**src/rtl/bseq_pkg.sv**
```systemverilog
package bseq_pkg;
  localparam int unsigned OFS_W_DEF = 2;
  typedef enum logic {
    ORD_LINEAR     = 1'b0,
    ORD_INTERLEAVE = 1'b1
  } order_e;
endpackage

```
**src/rtl/bseq_rst_sync.sv**
```systemverilog
module bseq_rst_sync #(
  parameter int unsigned STAGES = 2
) (
  input  logic clk,
  input  logic rst_n,
  output logic rst_q_n
);
  logic [STAGES-1:0] chain_q;
  logic [STAGES-1:0] chain_d;

  always_comb begin
    chain_d = {chain_q[STAGES-2:0], 1'b1};
  end

  always_ff @(posedge clk or negedge rst_n) begin
    if (!rst_n) chain_q <= '0;
    else        chain_q <= chain_d;
  end

  assign rst_q_n = chain_q[STAGES-1];
endmodule

```
**src/rtl/bseq_start_reg.sv**
```systemverilog
module bseq_start_reg #(
  parameter int unsigned W = 2
) (
  input  logic         clk,
  input  logic         rst_n,
  input  logic         ld_i,
  input  logic [W-1:0] d_i,
  output logic [W-1:0] q_o
);
  logic [W-1:0] q_r;
  logic [W-1:0] q_nxt;

  always_comb begin
    q_nxt = q_r;
    if (ld_i) q_nxt = d_i;
  end

  always_ff @(posedge clk or negedge rst_n) begin
    if (!rst_n)    q_r <= '0;
    else if (ld_i) q_r <= q_nxt;
  end

  assign q_o = q_r;
endmodule

```
**src/rtl/bseq_beat_ctr.sv**
```systemverilog
module bseq_beat_ctr #(
  parameter int unsigned W = 2
) (
  input  logic         clk,
  input  logic         rst_n,
  input  logic         clr_i,
  input  logic         step_i,
  output logic [W-1:0] beat_o
);
  logic [W-1:0] cnt_r;
  logic [W-1:0] cnt_nxt;
  logic         cnt_en;

  // clear has priority over a step on the same edge
  always_comb begin
    cnt_en  = clr_i | step_i;
    cnt_nxt = cnt_r;
    if (clr_i)       cnt_nxt = '0;
    else if (step_i) cnt_nxt = cnt_r + 1'b1;
  end

  always_ff @(posedge clk or negedge rst_n) begin
    if (!rst_n)      cnt_r <= '0;
    else if (cnt_en) cnt_r <= cnt_nxt;
  end

  assign beat_o = cnt_r;
endmodule

```
**src/rtl/bseq_order_map.sv**
```systemverilog
module bseq_order_map
  import bseq_pkg::*;
#(
  parameter int unsigned W = 2
) (
  input  logic [W-1:0] start_i,
  input  logic [W-1:0] beat_i,
  input  order_e       order_i,
  output logic [W-1:0] ofs_o
);
  logic [W:0]   carry;
  logic [W-1:0] lin_sum;
  logic [W-1:0] ilv_sum;

  assign carry[0] = 1'b0;

  // per bit: ripple adder for linear order, XOR for interleaved order
  for (genvar i = 0; i < W; i++) begin : g_bit
    assign ilv_sum[i]  = start_i[i] ^ beat_i[i];
    assign lin_sum[i]  = ilv_sum[i] ^ carry[i];
    assign carry[i+1]  = (start_i[i] & beat_i[i]) | (ilv_sum[i] & carry[i]);
    assign ofs_o[i]    = (order_i == ORD_INTERLEAVE) ? ilv_sum[i] : lin_sum[i];
  end

  // the carry out of the top bit is dropped: offsets wrap modulo 2**W
  logic carry_unused;
  assign carry_unused = carry[W];
endmodule

```
**src/rtl/bseq_addr_gen.sv**
```systemverilog
module bseq_addr_gen
  import bseq_pkg::*;
#(
  parameter int unsigned OFS_W    = OFS_W_DEF,
  parameter int unsigned RST_STGS = 2
) (
  input  logic             clk,
  input  logic             rst_n,
  input  logic             load_i,
  input  logic             adv_n_i,
  input  logic             order_sel_i,
  input  logic [OFS_W-1:0] start_ofs_i,
  output logic [OFS_W-1:0] ofs_o,
  output logic [OFS_W-1:0] beat_o
);
  logic             rst_q_n;
  logic [OFS_W-1:0] start_q;
  logic [OFS_W-1:0] beat_q;
  logic             step;
  order_e           order;

  assign step  = ~adv_n_i;
  assign order = order_e'(order_sel_i);

  bseq_rst_sync #(.STAGES(RST_STGS)) u_rst (
    .clk     (clk),
    .rst_n   (rst_n),
    .rst_q_n (rst_q_n)
  );

  bseq_start_reg #(.W(OFS_W)) u_start (
    .clk   (clk),
    .rst_n (rst_q_n),
    .ld_i  (load_i),
    .d_i   (start_ofs_i),
    .q_o   (start_q)
  );

  bseq_beat_ctr #(.W(OFS_W)) u_beat (
    .clk    (clk),
    .rst_n  (rst_q_n),
    .clr_i  (load_i),
    .step_i (step),
    .beat_o (beat_q)
  );

  bseq_order_map #(.W(OFS_W)) u_map (
    .start_i (start_q),
    .beat_i  (beat_q),
    .order_i (order),
    .ofs_o   (ofs_o)
  );

  assign beat_o = beat_q;
endmodule

```
**config.mk**
```make
export PLATFORM = sky130hd
export DESIGN_NAME = bseq_addr_gen
export DESIGN_NICKNAME = d
export VERILOG_FILES = /design/src/rtl/bseq_pkg.sv /design/src/rtl/bseq_rst_sync.sv /design/src/rtl/bseq_start_reg.sv /design/src/rtl/bseq_beat_ctr.sv /design/src/rtl/bseq_order_map.sv /design/src/rtl/bseq_addr_gen.sv
export SDC_FILE = /design/constraint.sdc
export NUM_CORES = 1
export LEC_CHECK = 0
export BUFFER_PORTS_ARGS = -buffer_cell sky130_fd_sc_hd__buf_4
export CORE_AREA = 8 8 45 47
export DETAILED_ROUTE_END_ITERATION = 6
export DIE_AREA = 0 0 53 55
export PLACE_DENSITY = 0.5
export SETUP_SLACK_MARGIN = 0.2
export SKIP_LAST_GASP = 1
export SLEW_MARGIN = 20
export SYNTH_ARGS = -nofsm -noshare
export SYNTH_HDL_FRONTEND = slang
export SYNTH_SLANG_ARGS = --single-unit
```
**constraint.sdc**
```tcl
create_clock -name clk -period 0.9 [get_ports clk]
set_input_delay 0.135 -clock clk [delete_from_list [all_inputs] [get_ports clk]]
set_output_delay 0.135 -clock clk [all_outputs]
set_load 0.05 [all_outputs]
```
; ---- Word-level counts from Yosys, hierarchy flattened
; Index checks and enable logic that the tools add are counted.
[word_totals]
register_bits = 6
wordCells = 15
output_inout_bits = 4
in_bits = 7
[op_classes]
n_bitwise = 6
n_addsub = 1
eq_ne = 1
reduce_logical = 1
n_mux = 3
[ops]
columns = op, count
row1 = 2-to-1 mux 2 bit, 2
row2 = XOR 1 bit, 3
row3 = "adder 2 x 1 -> 2 bit, second input constant", 1
row4 = "inequality test 2 bit, second input constant", 1
row5 = AND reduction 2 bit, 1
row6 = bitwise AND 1 bit, 1
row7 = 2-to-1 mux 1 bit, 1
row8 = NOT 1 bit, 1
row9 = bitwise OR 1 bit, 1

; ---- Longest topological paths before layout
; Gate-level depths: netlist of the first run.
[logic_depth]
depth_word = 3
mapped_depth = 3
depth_no_buf = 3

; ---- Modules after synthesis
; Synthesis of the first run repeated with hierarchy kept, for this count alone.
[unflattened]
hier_cells = 19
area_unflattened_um2 = 255.2
[by_module_without_submodules]
columns = module, cells_each, seq_area_each_um2, instances, area_each_um2
row1 = bseq_beat_ctr, 7, 50.0, 1, 88.8
row2 = bseq_start_reg, 4, 50.0, 1, 72.6
row3 = bseq_rst_sync, 3, 50.0, 1, 53.8
row4 = bseq_order_map, 4, 0.0, 1, 36.3
row5 = bseq_addr_gen, 1, 0.0, 1, 3.8

; ---- Least setup slack after synthesis of the first run
; OpenSTA, ideal clock, no wires.
[synth_path]
path_kind = register to output
startpoint = register u_beat.cnt_r[0], in the netlist u_beat.beat_o[0]
endpoint = output port ofs_o[1]
path_stages_with_launch = 4
n_path_buf = 0
arrival_time_ns = 1.793
required_time_ns = 0.765
setup_slack_ns = -1.028
cell_sequence = dfrtp_1 -> ha_1 -> nor2b_1 -> xnor2_1
[synth_via]
elab_chain_cells = 3
[synth_rtl]
columns = element, line_no
row1 = start: declaration, bseq_beat_ctr.sv:10  ; logic [W-1:0] cnt_r;
row2 = start signal: assignment, bseq_beat_ctr.sv:24  ; else if (cnt_en) cnt_r <= cnt_nxt;
row3 = bitwise AND 1 bit, bseq_order_map.sv:21  ; assign carry[i+1] = (start_i[i] & beat_i[i]) | (ilv_sum[i] & carry[i]);
row4 = XOR 1 bit, bseq_order_map.sv:20  ; assign lin_sum[i] = ilv_sum[i] ^ carry[i];
row5 = 2-to-1 mux 1 bit, bseq_order_map.sv:22  ; assign ofs_o[i] = (order_i == ORD_INTERLEAVE) ? ilv_sum[i] : lin_sum[i];
row6 = end: declaration, bseq_addr_gen.sv:13  ; output logic [OFS_W-1:0] ofs_o,
; Every way passes these cells.

; ---- Worst setup path after layout of the first run
; Ends and elaborated chain as after synthesis.

==> results of run 1 <==
==> path summary, 6_finish.rpt <==
kind	cells past startpoint	from	to	slack, ns
max	4	u_beat.beat_o[0]	ofs_o[1]	-0.48
min	0	u_rst.chain_q[1]	u_start.q_o[1]	0.05
max reg2reg	5	u_beat.beat_o[0]	u_beat.beat_o[1]	-0.19
min reg2reg	0	u_rst.chain_q[1]	u_start.q_o[1]	0.05
max in group asynchronous	2	rst_n	u_rst.chain_q[1]	0.60
min in group clk	2	load_i	u_beat.beat_o[1]	0.09
==> cell families (layout without fill, tap and decap cells) <==
logic type / after synthesis / after routing / synth area share, %
xor gates and xnor gates: 3 / 3 / 10.5
adders and majority gates: 1 / 1 / 5.00
muxes: 2 / 2 / 9.00
other: 1 / 1 / 1.50
DFF: 6 / 6 / 60.0
buffers and inverters: 0 / 20 / 0
and+or+nand+nor: 5 / 5 / 14.0
==> timing repair <==
item	in CTS	in global routing
endpoints found under the setup margin	8	8
setup buffers	0	2
pin swaps	1	1
endpoints found under the hold margin	2	0
resized for setup	6	6
hold buffers	1	0
==> power by group through the flow <==
stage	registers, µW	clock network, µW	logic [µW]
after CTS	311	287	303
final	311	270	334
after floorplan	338	0	158
after detailed placement	315	0	263
after global placement	313	0	261
after global routing	312	302	350
==> registers in the layout, summed over array words and instances (netlist names) <==
name	count
u_beat.beat_o	2
u_start.q_o	2
u_rst.chain_q	2
==> routing by layer <==
layer	global-route usage (%)	share of wire [%]	wire, µm	up-vias
met2	8.79	57	357	8
met3	2.94	13	80	0
met5	0	0	0	-
li1	-	-	-	95
met1	3.55	30	190	94
met4	5.17	0	0	0
==> cell usage after synthesis (all sizes together) <==
cell	instances
conb	1
dfrtp	6
ha	1
mux2	2
nor2	1
nor2b	3
nor3	1
xnor2	3
==> final cells by class <==
class,count,area share [%]
Tap cell,16,3.91
Timing Repair Buffer,16,29.1
Multi-Input combinational cell,12,32.0
Clock buffer,4,5.13
Sequential cell,6,29.8
==> per-stage QoR <==
| step | worst slack, ns | setup TNS, ns | power (µW) | hold slack [ns] | instance area [µm²] |
|---|---|---|---|---|---|
| after CTS | -0.497 | -1.33 | 901 | 0.0636 | 469 |
| after global routing | -0.537 | -1.82 | 965 | 0.0756 | 512 |
| after detailed placement | -0.277 | -0.505 | 578 | -0.0803 | 409 |
| after floorplan | -0.434 | -0.709 | 496 | -0.161 | 292 |
| final | -0.483 | -1.59 | 915 | 0.0540 | 512 |
| after global placement | -0.267 | -0.417 | 574 | -0.0825 | 409 |
==> flow_metrics.env, run 1 <==
export IMPL_core_um2=1380
export IMPL_ys_warn_count=0
export IMPL_status="finished, violations left"
export IMPL_cts_made_buffers=3
export IMPL_rsz0062_at_grt="yes"
export IMPL_grt_ovfl_total=0
export IMPL_crit_path_end_kind="output port"
export IMPL_cts_tree="built"
export IMPL_syn_nets=26
export IMPL_fin_ws_ns=-0.483
export IMPL_firstDrtPassIters=2
export IMPL_dp_cells=47
export IMPL_layout_drive_gt1_share_pct=76.3
export IMPL_start_util_pct=18.1
export IMPL_skew_ns=0.00299
export IMPL_p_leak_uw=0.000225
export IMPL_netlist_top_cells_area="dfrtp_1, xnor2_1, mux2_2"
export IMPL_ys_types=9
export IMPL_crit_family="flip-flops"
export IMPL_cp_num_buf_inv=1
export IMPL_clk_path_buf_depth=2
export IMPL_p_sw_share_pct=30.7
export IMPL_combPwrFrac_pct=36.5
export IMPL_grt_pass1_wl_um=966
export IMPL_io_buffers=10
export IMPL_final_nets=47
export IMPL_clock_sinks=6
export IMPL_n_antenna_cell=0
export IMPL_multi_input_area_um2=164
export IMPL_dieArea_um2=2920
export IMPL_layout_cells_non_filler=54
export IMPL_vias=197
export IMPL_synth_area_um2=250
export IMPL_gp_congestion=0.600
export IMPL_fp_dieW_um=53
export IMPL_cp_start_kind="register"
export IMPL_final_max_slew_viol_count=0
export IMPL_setup_violations=7
export IMPL_final_core_util_pct=37.0
export IMPL_layout_commonest_cell="buf_4"
export IMPL_vias_per_cell=3.65
export IMPL_violations="negative setup slack"
export IMPL_synthCells=18
export IMPL_dp_hpwl_um=472
export IMPL_mostFrequentLayoutCells="buf_4, dfrtp_1, clkbuf_4, buf_6"
export IMPL_max_cap_viol_count=0
export IMPL_required_ns=0.76
export IMPL_grt_pass1_vias=237
export IMPL_fin_crit_ns=1.38
export IMPL_switching_power_uw=281
export IMPL_root_buffer="clkbuf_4"
export IMPL_syn2layout_area_growth_pct=105
export IMPL_crit_slowest_cell="dfrtp_2"
export IMPL_io_pins=11
export IMPL_routed_wl_um=628
export IMPL_fillers=141
export IMPL_path_clk_slew_ns=0.05
export IMPL_critical_path_max_stage_delay_ns=0.42
export IMPL_worst_setup_path_type="reg -> out"
export IMPL_p_int_uw=634
export IMPL_grt_max_degree=5
export IMPL_p_per_area_nw_per_um2=1790
export IMPL_antenna_found_initial=0
export IMPL_crit_arrival_ns=1.25
export IMPL_syn_area_per_cell_um2=13.9
export IMPL_hold_viol=0
export IMPL_finalCritPeriodShare_pct=154
export IMPL_wl_per_cell_um=11.6
export IMPL_yosysTopAreaCellShare_pct=60.0
export IMPL_regArea_um2=153
export IMPL_hp_class="reg -> async"
export IMPL_ir_worst_vdd_mv=0.569
export IMPL_cts_max_level=1
export IMPL_max_freq_ghz=0.723
export IMPL_p_clk_share_pct=29.6
export IMPL_row_count=14
export IMPL_ys_ff_latch=6
export IMPL_seqPwrFrac_pct=33.9
export IMPL_yosysSeqAreaShare_pct=60.0
export IMPL_die_h_um=55
export IMPL_crit_fanout=2
export IMPL_synth_top_cell_by_area="dfrtp_1"
export IMPL_drc=0
export IMPL_final_antenna_net_count=0
export IMPL_insertion_delay_ns=0.24
export IMPL_drt_iter0_markers=1
export IMPL_path_cells="ha_4, nor2b_4, xnor2_4, buf_6"
export IMPL_grt_usage_pct=5.00
Note: power is estimated with default switching activity, not from simulation.
==> inputs of run 2 (changes only) <==
--- a/config.mk
+++ b/config.mk
@@ -5,11 +5,12 @@
 export SDC_FILE = /design/constraint.sdc
 export NUM_CORES = 1
 export LEC_CHECK = 0
+export ABC_AREA = 1
 export BUFFER_PORTS_ARGS = -buffer_cell sky130_fd_sc_hd__buf_4
 export CORE_AREA = 8 8 45 47
 export DETAILED_ROUTE_END_ITERATION = 6
 export DIE_AREA = 0 0 53 55
-export PLACE_DENSITY = 0.5
+export PLACE_DENSITY = 0.52
 export SETUP_SLACK_MARGIN = 0.2
 export SKIP_LAST_GASP = 1
 export SLEW_MARGIN = 20
==> run 2 against run 1 <==
  * The run still ends with negative setup slack left
  * Setup slack got worse by 0.042 ns
  * Cell count up 28%
  * Flip-flop and latch count stayed put
  * Critical path depth up 2
  * Highest routed layer unchanged
==> flow_metrics.env, run 2 <==
export IMPL_core_um2=1380
export IMPL_dp_hpwl_um=489
export IMPL_p_leak_uw=0.000238
export IMPL_dpl_instance_area_um2=413
export IMPL_ys_ff_latch=6
export IMPL_wl_per_cell_um=8.52
export IMPL_max_cap_viol_count=0
export IMPL_start_util_pct=20.0
export IMPL_synth_main_ff_cell="dfrtp_1"
export IMPL_skew_ns=0.00934
export IMPL_setup_violations=4
export IMPL_critical_path_max_stage_delay_ns=0.42
export IMPL_yosys_top_cells_count="nand2_1, dfrtp_1, inv_1, nand3_1"
export IMPL_ir_worst_vdd_mv=1.11
export IMPL_grt_ovfl_total=0
export IMPL_mostFrequentLayoutCells="nand2_1, buf_4, inv_1, dfrtp_1"
export IMPL_combPwrFrac_pct=30.7
export IMPL_whs_ns=0.0437
export IMPL_syn2layout_area_growth_pct=74.2
export IMPL_status="finished, violations left"
export IMPL_final_core_util_pct=34.8
export IMPL_rsz0062_at_grt="yes"
export IMPL_crit_arrival_ns=1.29
export IMPL_fillers=153
export IMPL_p_int_uw=572
export IMPL_grt_pass1_vias=234
export IMPL_fin_crit_ns=1.43
export IMPL_hp_class="reg -> async"
export IMPL_ys_warn_count=0
export IMPL_regArea_um2=153
export IMPL_cts_tree="built"
export IMPL_io_pins=11
export IMPL_syn_area_per_cell_um2=7.90
export IMPL_syn_nets=43
export IMPL_layout_drive_gt1_share_pct=45.3
export IMPL_max_freq_ghz=0.701
export IMPL_design_area_um2=482
export IMPL_grt_usage_pct=4.46
export IMPL_crit_fanout=2
export IMPL_clk_path_buf_depth=2
export IMPL_switching_power_uw=245
export IMPL_p_clk_share_pct=31.3
export IMPL_synth_top_cell_by_area="dfrtp_1"
export IMPL_row_count=14
export IMPL_synth_most_common_cell="nand2_1"
export IMPL_cts_max_level=1
export IMPL_yosysTopAreaCellShare_pct=54.3
export IMPL_die_h_um=55
export IMPL_vias_per_cell=3.74
export IMPL_grt_max_degree=6
export IMPL_worst_setup_path_type="reg -> out"
export IMPL_drt_iter0_markers=7
export IMPL_synth_area_um2=277
export IMPL_grt_pass1_wl_um=910
export IMPL_p_sw_share_pct=30.0
export IMPL_cp_start_kind="register"
export IMPL_drc=0
export IMPL_finalCritPeriodShare_pct=158
export IMPL_root_buffer="clkbuf_4"
export IMPL_layout_commonest_cell="nand2_1"
export IMPL_violations="negative setup slack"
export IMPL_insertion_delay_ns=0.24
export IMPL_final_nets=62
export IMPL_n_antenna_cell=0
export IMPL_vias=258
export IMPL_required_ns=0.76
export IMPL_cts_made_buffers=3
export IMPL_async_reset_ff_share_pct=100
export IMPL_fin_ws_ns=-0.526
export IMPL_hold_viol=0
export IMPL_yosysSeqAreaShare_pct=54.3
export IMPL_io_buffers=10
export IMPL_routed_wl_um=588
export IMPL_path_clk_slew_ns=0.05
export IMPL_synth_edf_count=0
export IMPL_antenna_found_initial=0
export IMPL_firstDrtPassIters=4
export IMPL_path_cells="ha_4, nand2_1, nand3_1, nand2_2, clkinvlp_4, buf_6"
export IMPL_ys_types=10
export IMPL_multi_input_area_um2=119
export IMPL_fp_dieW_um=53
export IMPL_seqPwrFrac_pct=38.0
export IMPL_p_per_area_nw_per_um2=1700
export IMPL_synthCells=35
export IMPL_crit_slowest_cell="dfrtp_2"
export IMPL_clock_sinks=6
export IMPL_cts_setup_buffers=0
export IMPL_final_antenna_net_count=0
export IMPL_crit_path_end_kind="output port"
export IMPL_dieArea_um2=2920
export IMPL_netlist_top_cells_area="dfrtp_1, nand2_1, inv_1"
export IMPL_final_max_slew_viol_count=0
export IMPL_gp_congestion=0.705
## run 2: changes by cell type in the layout (fill, tap and decap cells not counted), sizes merged
cell and delta:
a21oi +2, nor2b -3, xnor2 -3, nand2 +11
mux2 -2, nand3 +3, clkinvlp +1, buf -2
o21ai +2, nor3 -1, inv +6, nor2 +1
## run 2: cells by family after synthesis
| family | count (synthesis) | synth area share, % |
|---|---|---|
| adders and majority gates | 1 | 4.52 |
| and+or+nand+nor | 16 | 23.1 |
| other | 1 | 1.36 |
| AOI/OAI and AO/OA | 4 | 7.24 |
| buffers and inverters | 7 | 9.50 |
| DFF | 6 | 54.3 |
## run 2: final cells by class
cell class | count | area share [%]
well taps | 16 | 4.16
clock buffers | 4 | 5.45
inverters | 7 | 6.23
flip-flops and latches | 6 | 31.7
multi-input cells | 22 | 24.7
repair buffers | 14 | 27.8
## run 2: repair_timing
action | CTS | global route
endpoints found under the setup margin | 7 | 7
hold buffers | 1 | 0
pin swaps | 2 | 1
gates resized for setup | 11 | 1
hold endpoints to repair | 2 | 0
## run 2: path summary, 6_finish.rpt
check                                  from                to  slack, ns  depth (start not counted)
max                        u_beat.beat_o[0]          ofs_o[1]      -0.53                          6
min reg2reg                u_rst.chain_q[1]    u_start.q_o[1]       0.04                          0
min in group clk                     load_i    u_start.q_o[1]       0.09                          2
max in group asynchronous             rst_n  u_rst.chain_q[1]       0.59                          2
min                        u_rst.chain_q[1]    u_start.q_o[1]       0.04                          0
max reg2reg                u_beat.beat_o[0]  u_beat.beat_o[1]       0.02                          3
## run 2: critical path: cells and delay by family, from the launching register on
family | cells | cell delay, ns
adder cells (fa/ha/maj) | 1 | 0.17
flip-flops | 1 | 0.42
buffers and inverters | 2 | 0.22
AND/OR/NAND/NOR | 3 | 0.24
## run 2: layer usage
metal  track usage, %  up-vias  part of all wire, %
met5                0        -                    0
met4                0        0                    0
met3             4.28        0                  9.4
met2             7.42        7                   46
met1             4.18      109                   44
li1                 -      142                    -
## run 2: power by group through the flow
stage | Clock (µW) | Combinational (µW) | Sequential, µW
global placement | 0 | 209 | 312
detailed placement | 0 | 210 | 313
finish | 256 | 251 | 310
floorplan | 0 | 118 | 336
CTS | 270 | 250 | 311
global route | 283 | 271 | 313
## run 2: per-stage QoR
step | setup slack [ns] | cells | setup TNS, ns | power, µW
2_1_floorplan | -0.458 | 35 | -0.619 | 454
3_3_place_gp | -0.292 | 64 | -0.375 | 521
3_5_place_dp | -0.322 | 64 | -0.410 | 523
4_1_cts | -0.540 | 69 | -1.26 | 830
5_1_grt | -0.596 | 69 | -1.43 | 867
6_report | -0.526 | 69 | -1.21 | 817
